===== src/rtl/pll_reprog_pkg.sv =====
package pll_reprog_pkg;

    typedef enum logic [1:0] {
        MODE_SLOW = 2'd0,
        MODE_NORM = 2'd1,
        MODE_DEEP = 2'd2
    } mode_e;

    typedef enum logic [2:0] {
        ST_IDLE,
        ST_PARK,
        ST_RST_ON,
        ST_WRITE,
        ST_SETTLE,
        ST_LOCK,
        ST_UNPARK,
        ST_DONE
    } seq_state_e;

endpackage


===== src/rtl/pll_seq_timer.sv =====
module pll_seq_timer #(
    parameter int W = 8
) (
    input  logic         clk,
    input  logic         rst_n,
    input  logic         load_i,
    input  logic [W-1:0] load_val_i,
    input  logic         dec_i,
    output logic         zero_o
);
    logic [W-1:0] cnt_q;

    always_ff @(posedge clk or negedge rst_n) begin
        if (!rst_n) begin
            cnt_q <= '0;
        end else if (load_i) begin
            cnt_q <= load_val_i;
        end else if (dec_i) begin
            cnt_q <= cnt_q - 1'b1;
        end
    end

    assign zero_o = (cnt_q == '0);
endmodule


===== src/rtl/pll_cfg_shadow.sv =====
module pll_cfg_shadow #(
    parameter int W = 32
) (
    input  logic         clk,
    input  logic         rst_n,
    input  logic         capture_i,
    input  logic         restore_i,
    input  logic [W-1:0] cur_i,
    input  logic [W-1:0] new_i,
    output logic [W-1:0] target_o
);
    logic [W-1:0] saved_q;
    logic [W-1:0] target_q;

    always_ff @(posedge clk or negedge rst_n) begin
        if (!rst_n) begin
            saved_q  <= '0;
            target_q <= '0;
        end else if (capture_i) begin
            saved_q  <= cur_i;
            target_q <= new_i;
        end else if (restore_i) begin
            target_q <= saved_q;
        end
    end

    assign target_o = target_q;
endmodule


===== src/rtl/pll_settle_calc.sv =====
module pll_settle_calc #(
    parameter int NR_W        = 6,
    parameter int SETTLE_MUL  = 500,
    parameter int SETTLE_DIV  = 24,
    parameter int UNIT_CYCLES = 24,
    parameter int OUT_W       = 16
) (
    input  logic [NR_W-1:0]  nr_i,
    output logic [OUT_W-1:0] cycles_m1_o
);
    // Settle span in cycles, minus one, as the timer reload value.
    always_comb begin
        cycles_m1_o = OUT_W'(((32'(nr_i) * SETTLE_MUL) / SETTLE_DIV + 1)
                             * UNIT_CYCLES - 1);
    end
endmodule


===== src/rtl/pll_reprog_seq.sv =====
module pll_reprog_seq
    import pll_reprog_pkg::*;
#(
    parameter int CFG_W       = 32,
    parameter int NR_W        = 6,
    parameter int LEGACY      = 1,
    parameter int LOCK_TRIES  = 24_000_000,
    parameter int UNIT_CYCLES = 24,
    parameter int SETTLE_MUL  = 500,
    parameter int SETTLE_DIV  = 24
) (
    input  logic             clk,
    input  logic             rst_n,
    input  logic             req_i,
    input  logic [CFG_W-1:0] new_cfg_i,
    input  logic [CFG_W-1:0] cur_cfg_i,
    input  logic [1:0]       mode_i,
    input  logic             lock_i,
    output logic             cfg_we_o,
    output logic [CFG_W-1:0] cfg_wdata_o,
    output logic             mode_we_o,
    output logic [1:0]       mode_wdata_o,
    output logic             pll_rst_o,
    output logic             busy_o,
    output logic             done_o,
    output logic             err_o
);
    localparam int MAX_NR     = (1 << NR_W) - 1;
    localparam int MAX_SETTLE = (MAX_NR * SETTLE_MUL / SETTLE_DIV + 1) * UNIT_CYCLES;
    localparam int MAX_CNT    = (MAX_SETTLE > LOCK_TRIES) ? MAX_SETTLE : LOCK_TRIES;
    localparam int TMR_W      = $clog2(MAX_CNT + 1);
    localparam logic [TMR_W-1:0] LOCK_M1 = TMR_W'(LOCK_TRIES - 1);
    localparam bit   USE_RST  = (LEGACY != 0);

    seq_state_e       state_q, state_d;
    logic             remux_q, rolled_q, err_q;
    logic             cap_go, roll_go;
    logic [CFG_W-1:0] target_cfg;
    logic             tmr_load, tmr_dec, tmr_zero;
    logic [TMR_W-1:0] tmr_val;
    logic [TMR_W-1:0] settle_m1;

    pll_cfg_shadow #(.W(CFG_W)) u_shadow (
        .clk       (clk),
        .rst_n     (rst_n),
        .capture_i (cap_go),
        .restore_i (roll_go),
        .cur_i     (cur_cfg_i),
        .new_i     (new_cfg_i),
        .target_o  (target_cfg)
    );

    generate
        if (USE_RST) begin : g_settle
            pll_settle_calc #(
                .NR_W        (NR_W),
                .SETTLE_MUL  (SETTLE_MUL),
                .SETTLE_DIV  (SETTLE_DIV),
                .UNIT_CYCLES (UNIT_CYCLES),
                .OUT_W       (TMR_W)
            ) u_settle (
                .nr_i        (target_cfg[NR_W-1:0]),
                .cycles_m1_o (settle_m1)
            );
        end else begin : g_no_settle
            assign settle_m1 = '0;
        end
    endgenerate

    pll_seq_timer #(.W(TMR_W)) u_tmr (
        .clk        (clk),
        .rst_n      (rst_n),
        .load_i     (tmr_load),
        .load_val_i (tmr_val),
        .dec_i      (tmr_dec),
        .zero_o     (tmr_zero)
    );

    // State register and per-sequence flags
    always_ff @(posedge clk or negedge rst_n) begin
        if (!rst_n) begin
            state_q  <= ST_IDLE;
            remux_q  <= 1'b0;
            rolled_q <= 1'b0;
            err_q    <= 1'b0;
        end else begin
            state_q <= state_d;
            if (cap_go) begin
                remux_q  <= (mode_i == MODE_NORM);
                rolled_q <= 1'b0;
                err_q    <= 1'b0;
            end else if (roll_go) begin
                rolled_q <= 1'b1;
                err_q    <= 1'b1;
            end
        end
    end

    // Transitions and timer control
    always_comb begin
        state_d  = state_q;
        cap_go   = 1'b0;
        roll_go  = 1'b0;
        tmr_load = 1'b0;
        tmr_val  = LOCK_M1;
        tmr_dec  = 1'b0;
        unique case (state_q)
            ST_IDLE: begin
                if (req_i) begin
                    cap_go  = 1'b1;
                    state_d = ST_PARK;
                end
            end
            ST_PARK:   state_d = USE_RST ? ST_RST_ON : ST_WRITE;
            ST_RST_ON: state_d = ST_WRITE;
            ST_WRITE: begin
                tmr_load = 1'b1;
                if (USE_RST) begin
                    tmr_val = settle_m1;
                    state_d = ST_SETTLE;
                end else begin
                    state_d = ST_LOCK;
                end
            end
            ST_SETTLE: begin
                if (tmr_zero) begin
                    tmr_load = 1'b1;
                    state_d  = ST_LOCK;
                end else begin
                    tmr_dec = 1'b1;
                end
            end
            ST_LOCK: begin
                if (lock_i) begin
                    state_d = ST_UNPARK;
                end else if (tmr_zero) begin
                    if (!rolled_q) begin
                        roll_go = 1'b1;
                        state_d = USE_RST ? ST_RST_ON : ST_WRITE;
                    end else begin
                        state_d = ST_UNPARK;
                    end
                end else begin
                    tmr_dec = 1'b1;
                end
            end
            ST_UNPARK: state_d = ST_DONE;
            ST_DONE:   state_d = ST_IDLE;
            default:   state_d = ST_IDLE;
        endcase
    end

    // Moore outputs
    always_comb begin
        busy_o       = (state_q != ST_IDLE);
        cfg_we_o     = 1'b0;
        cfg_wdata_o  = target_cfg;
        mode_we_o    = 1'b0;
        mode_wdata_o = MODE_SLOW;
        pll_rst_o    = 1'b0;
        done_o       = 1'b0;
        err_o        = 1'b0;
        unique case (state_q)
            ST_PARK: begin
                mode_we_o    = remux_q;
                mode_wdata_o = MODE_SLOW;
            end
            ST_RST_ON: pll_rst_o = USE_RST;
            ST_WRITE: begin
                cfg_we_o  = 1'b1;
                pll_rst_o = USE_RST;
            end
            ST_UNPARK: begin
                mode_we_o    = remux_q;
                mode_wdata_o = MODE_NORM;
            end
            ST_DONE: begin
                done_o = 1'b1;
                err_o  = err_q;
            end
            default: ;
        endcase
    end
endmodule


===== config.mk =====
export PLATFORM = sky130hd
export DESIGN_NAME = pll_reprog_seq
export DESIGN_NICKNAME = d
export VERILOG_FILES = /design/src/rtl/pll_reprog_pkg.sv /design/src/rtl/pll_seq_timer.sv /design/src/rtl/pll_cfg_shadow.sv /design/src/rtl/pll_settle_calc.sv /design/src/rtl/pll_reprog_seq.sv
export SDC_FILE = /design/constraint.sdc
export NUM_CORES = 1
export LEC_CHECK = 0
export ABC_AREA = 0
export CAP_MARGIN = 20
export CORE_ASPECT_RATIO = 1.1
export CORE_MARGIN = 4
export CORE_UTILIZATION = 45
export CTS_CLUSTER_SIZE = 10
export DETAILED_ROUTE_END_ITERATION = 10
export PLACE_DENSITY_LB_ADDON = 0.25
export SLEW_MARGIN = 30
export SYNTH_ARGS = -nofsm -noshare
export SYNTH_HDL_FRONTEND = slang
export SYNTH_SLANG_ARGS = --single-unit

===== constraint.sdc =====
create_clock -name clk -period 16.03 [get_ports clk]
set_clock_uncertainty 0.2 [all_clocks]
set_input_delay 3.206 -clock clk [delete_from_list [all_inputs] [get_ports clk]]
set_output_delay 3.206 -clock clk [all_outputs]
set_load 0.01 [all_outputs]

==> impl_metrics.py <==
metrics = {
    "run_status": {
        "status": "complete, no violations",
    },
    "die": {
        "core-area_um2": 22200,
        "die_h_um": 166,
        "rows": 57,
        "die_w_um": 151,
        "ios": 110,
        "initial_core_util_pct": 45.8,
        "dieArea_um2": 25000,
    },
    "finish": {
        "fillers": 2008,
        "num-nets-final": 1477,
        "design_area_um2": 12200,
        "area_growth_syn_to_layout_pct": 19.9,
        "drive_gt1_share_pct": 12.9,
        "diodes": 0,
    },
    "sta": {
        "slew_headroom_pct": 38.4,
        "setup_violations": 0,
        "drv_slew": 0,
        "hold_viol": 0,
        "period_needed_ns": 15.08,
        "tns_ns": 0,
        "min_period_over_period_pct": 94.1,
        "timing.hold.ws_ns": 0.306,
        "fmax_mhz": 66.3,
        "tightest_slew_ns": 0.924,
    },
    "global_routing": {
        "antenna_found_initial": 0,
        "globalRouteMet2Util_pct": 39.3,
        "grt_usage_pct": 22.7,
        "use_met1_pct": 28.4,
        "grt_max_degree": 100,
        "grt_pass1_wl_um": 46900,
        "overflow": 0,
        "grt-busiest-layer": "met2",
        "use_met3_pct": 5.54,
        "first_global_vias": 9591,
    },
    "critical_path": {
        "crit_path_end": "u_tmr.cnt_q[17]",
        "critical_path_depth": 61,
        "timing.rr.end": "u_tmr.cnt_q[17]",
        "regToRegSetupSlack_ns": 0.95,
        "cp_slowest_cell": "or4b_4",
        "cp.required_ns": 16.07,
        "ff2ff_path_depth": 61,
        "critPathTopFamily": "compound AO/OA/AOI/OAI gates",
        "crit_start": "u_shadow.target_o[2]",
        "slowest_delay_ns": 0.65,
        "critPathCaptureType": "flip-flop",
        "startpoint_type": "flip-flop",
        "critPathMaxFanout": 9,
        "r2r-start": "u_shadow.target_o[2]",
        "worstSetupPathType": "flip-flop to flip-flop",
        "cp_num_buf_inv": 5,
        "cp.arrival_ns": 15.12,
    },
    "clocking": {
        "clock_sinks": 94,
        "clk_pin_slew_ns": 0.08,
        "root_buffer": "clkbuf_16",
        "cts_tree": "done",
        "clk_latency_ns": 0.35,
        "cts_buffer_depth": 2,
        "h-tree-depth": 3,
        "cts_buffers": 9,
        "hold_buffers": 0,
    },
    "synth": {
        "ys_seq_elements": 94,
        "synth_cell_types": 102,
        "synth_area_leaders": "dfrtp_1, ha_1, nand2_1",
        "synth-edff-count": 0,
        "syn-cell-area_um2": 10200,
        "ys.flop_type": "dfrtp_1",
        "yosysMostFrequentCell": "nand2_1",
        "post_synth.cell_area_avg_um2": 8.13,
        "synth_area_leader_cell": "dfrtp_1",
        "syn_nets": 1376,
        "ys_seq_area_share_pct": 23.2,
        "postSynth.asyncResetShare_pct": 100,
        "synth_common_cells": "nand2_1, nor2_1, dfrtp_1",
        "synth_cells": 1249,
        "ys_warn_count": 0,
        "yosys.area.top_type_share_pct": 23.2,
    },
    "placed_design": {
        "dpl_cell_area_um2": 11600,
        "dp.final_hpwl_um": 22300,
        "io_buffers": 108,
        "gp_congestion": 0.931,
    },
    "detailed_routing": {
        "drt_iter0_markers": 759,
        "drc_errors": 0,
        "drt-total-wl_um": 28900,
        "vias_per_cell": 5.97,
        "drtPass1Iterations": 5,
        "vias": 9857,
        "final_antenna_net_count": 0,
        "wl_per_cell_um": 17.5,
    },
    "run": {
        "maxCapViolCount": 0,
    },
    "worst_hold_path": {
        "hold_class": "flip-flop to flip-flop",
    },
}
## stage by stage
stage | std cells | worst slack (ns) | utilization, %
6_report | 1650 | 0.952 | 54.9
5_1_grt | 1650 | -0.0612 | 54.9
4_1_cts | 1646 | 0.204 | 53.6
3_5_place_dp | 1630 | 0.240 | 52.3
3_3_place_gp | 1630 | 0.710 | 52.3
2_1_floorplan | 1249 | 1.25 | -
## what timing repair did
action / in CTS / in global routing
setup buffers: 0 / 3
endpoints found under the hold margin: 0 / 0
setup endpoints to repair: 0 / 16
resized for setup: 0 / 43
## worst reg2reg max path: cells and delay by family (launching register included)
family,cells,cell delay [ns]
xor+xnor,3,0.68
flops,1,0.51
buf+inv,5,0.33
compound gates,23,5.09
simple gates,21,4.86
fa+ha+maj,8,3.09
mux,1,0.24
## kinds of logic after synthesis
group / share of synthesized area (%)
AO/OA/AOI/OAI: 23.5
buffers and inverters: 4.82
flip-flops: 23.2
XOR/XNOR: 6.68
multiplexers: 9.13
other: 0.0369
adder cells (fa/ha/maj): 8.06
AND/OR/NAND/NOR: 24.6
## how the worst min path moves through the flow
stage / startpoint / end / slack [ns] / depth (start not counted)
2_1_floorplan: u_tmr.cnt_q[24] / u_tmr.cnt_q[24] / 0.26 / 1
6_report: u_shadow.saved_q[17] / u_shadow.saved_q[17] / 0.31 / 1
4_1_cts: u_tmr.cnt_q[24] / u_tmr.cnt_q[24] / 0.31 / 1
5_1_grt: u_shadow.saved_q[7] / u_shadow.saved_q[7] / 0.33 / 1
3_3_place_gp: u_tmr.cnt_q[24] / u_tmr.cnt_q[24] / 0.29 / 1
3_5_place_dp: u_tmr.cnt_q[24] / u_tmr.cnt_q[24] / 0.28 / 1
## sequential cells by signal, summed over array words and instances (netlist names)
signal	cells
u_shadow.saved_q	32
u_shadow.target_o	32
u_tmr.cnt_q	25
state_q	3
err_q	1
remux_q	1
## area by class of cell
cell class,instances,area (µm²),share of cell area [%]
Clock inverter,7,63.8,0.524
Clock buffer,9,225,1.85
Tap cell,295,369,3.03
Timing Repair Buffer,146,1380,11.3
Sequential cell,94,2350,19.3
Multi-Input combinational cell,1039,7560,62.1
Inverter,60,225,1.85
## cell usage in the layout (no fill, tap or decap), types with 12 or more instances in the layout
cell / count
nand2_1: 123
inv_1: 60
xor2_1: 21
o21ai_0: 89
mux2i_1: 43
nand2b_1: 26
buf_4: 38
and3_1: 17
o211ai_1: 15
or3_1: 13
and2_1: 16
xnor2_1: 45
o22ai_1: 14
dfrtp_1: 94
clkdlybuf4s50_1: 107
nor3_1: 47
fa_1: 14
nor2b_1: 12
mux2_2: 39
a21oi_1: 51
nor2_1: 94
nand3_1: 45
ha_1: 43
## layer usage
metal | wire length [µm] | vias to the layer above
li1 | - | 4772
met1 | 12300 | 4699
met2 | 14100 | 335
met3 | 2030 | 51
met4 | 536 | 0
met5 | 0 | -
Power is not shown: default switching activity piles up to over one toggle a cycle in this logic, so the estimate is an artifact.
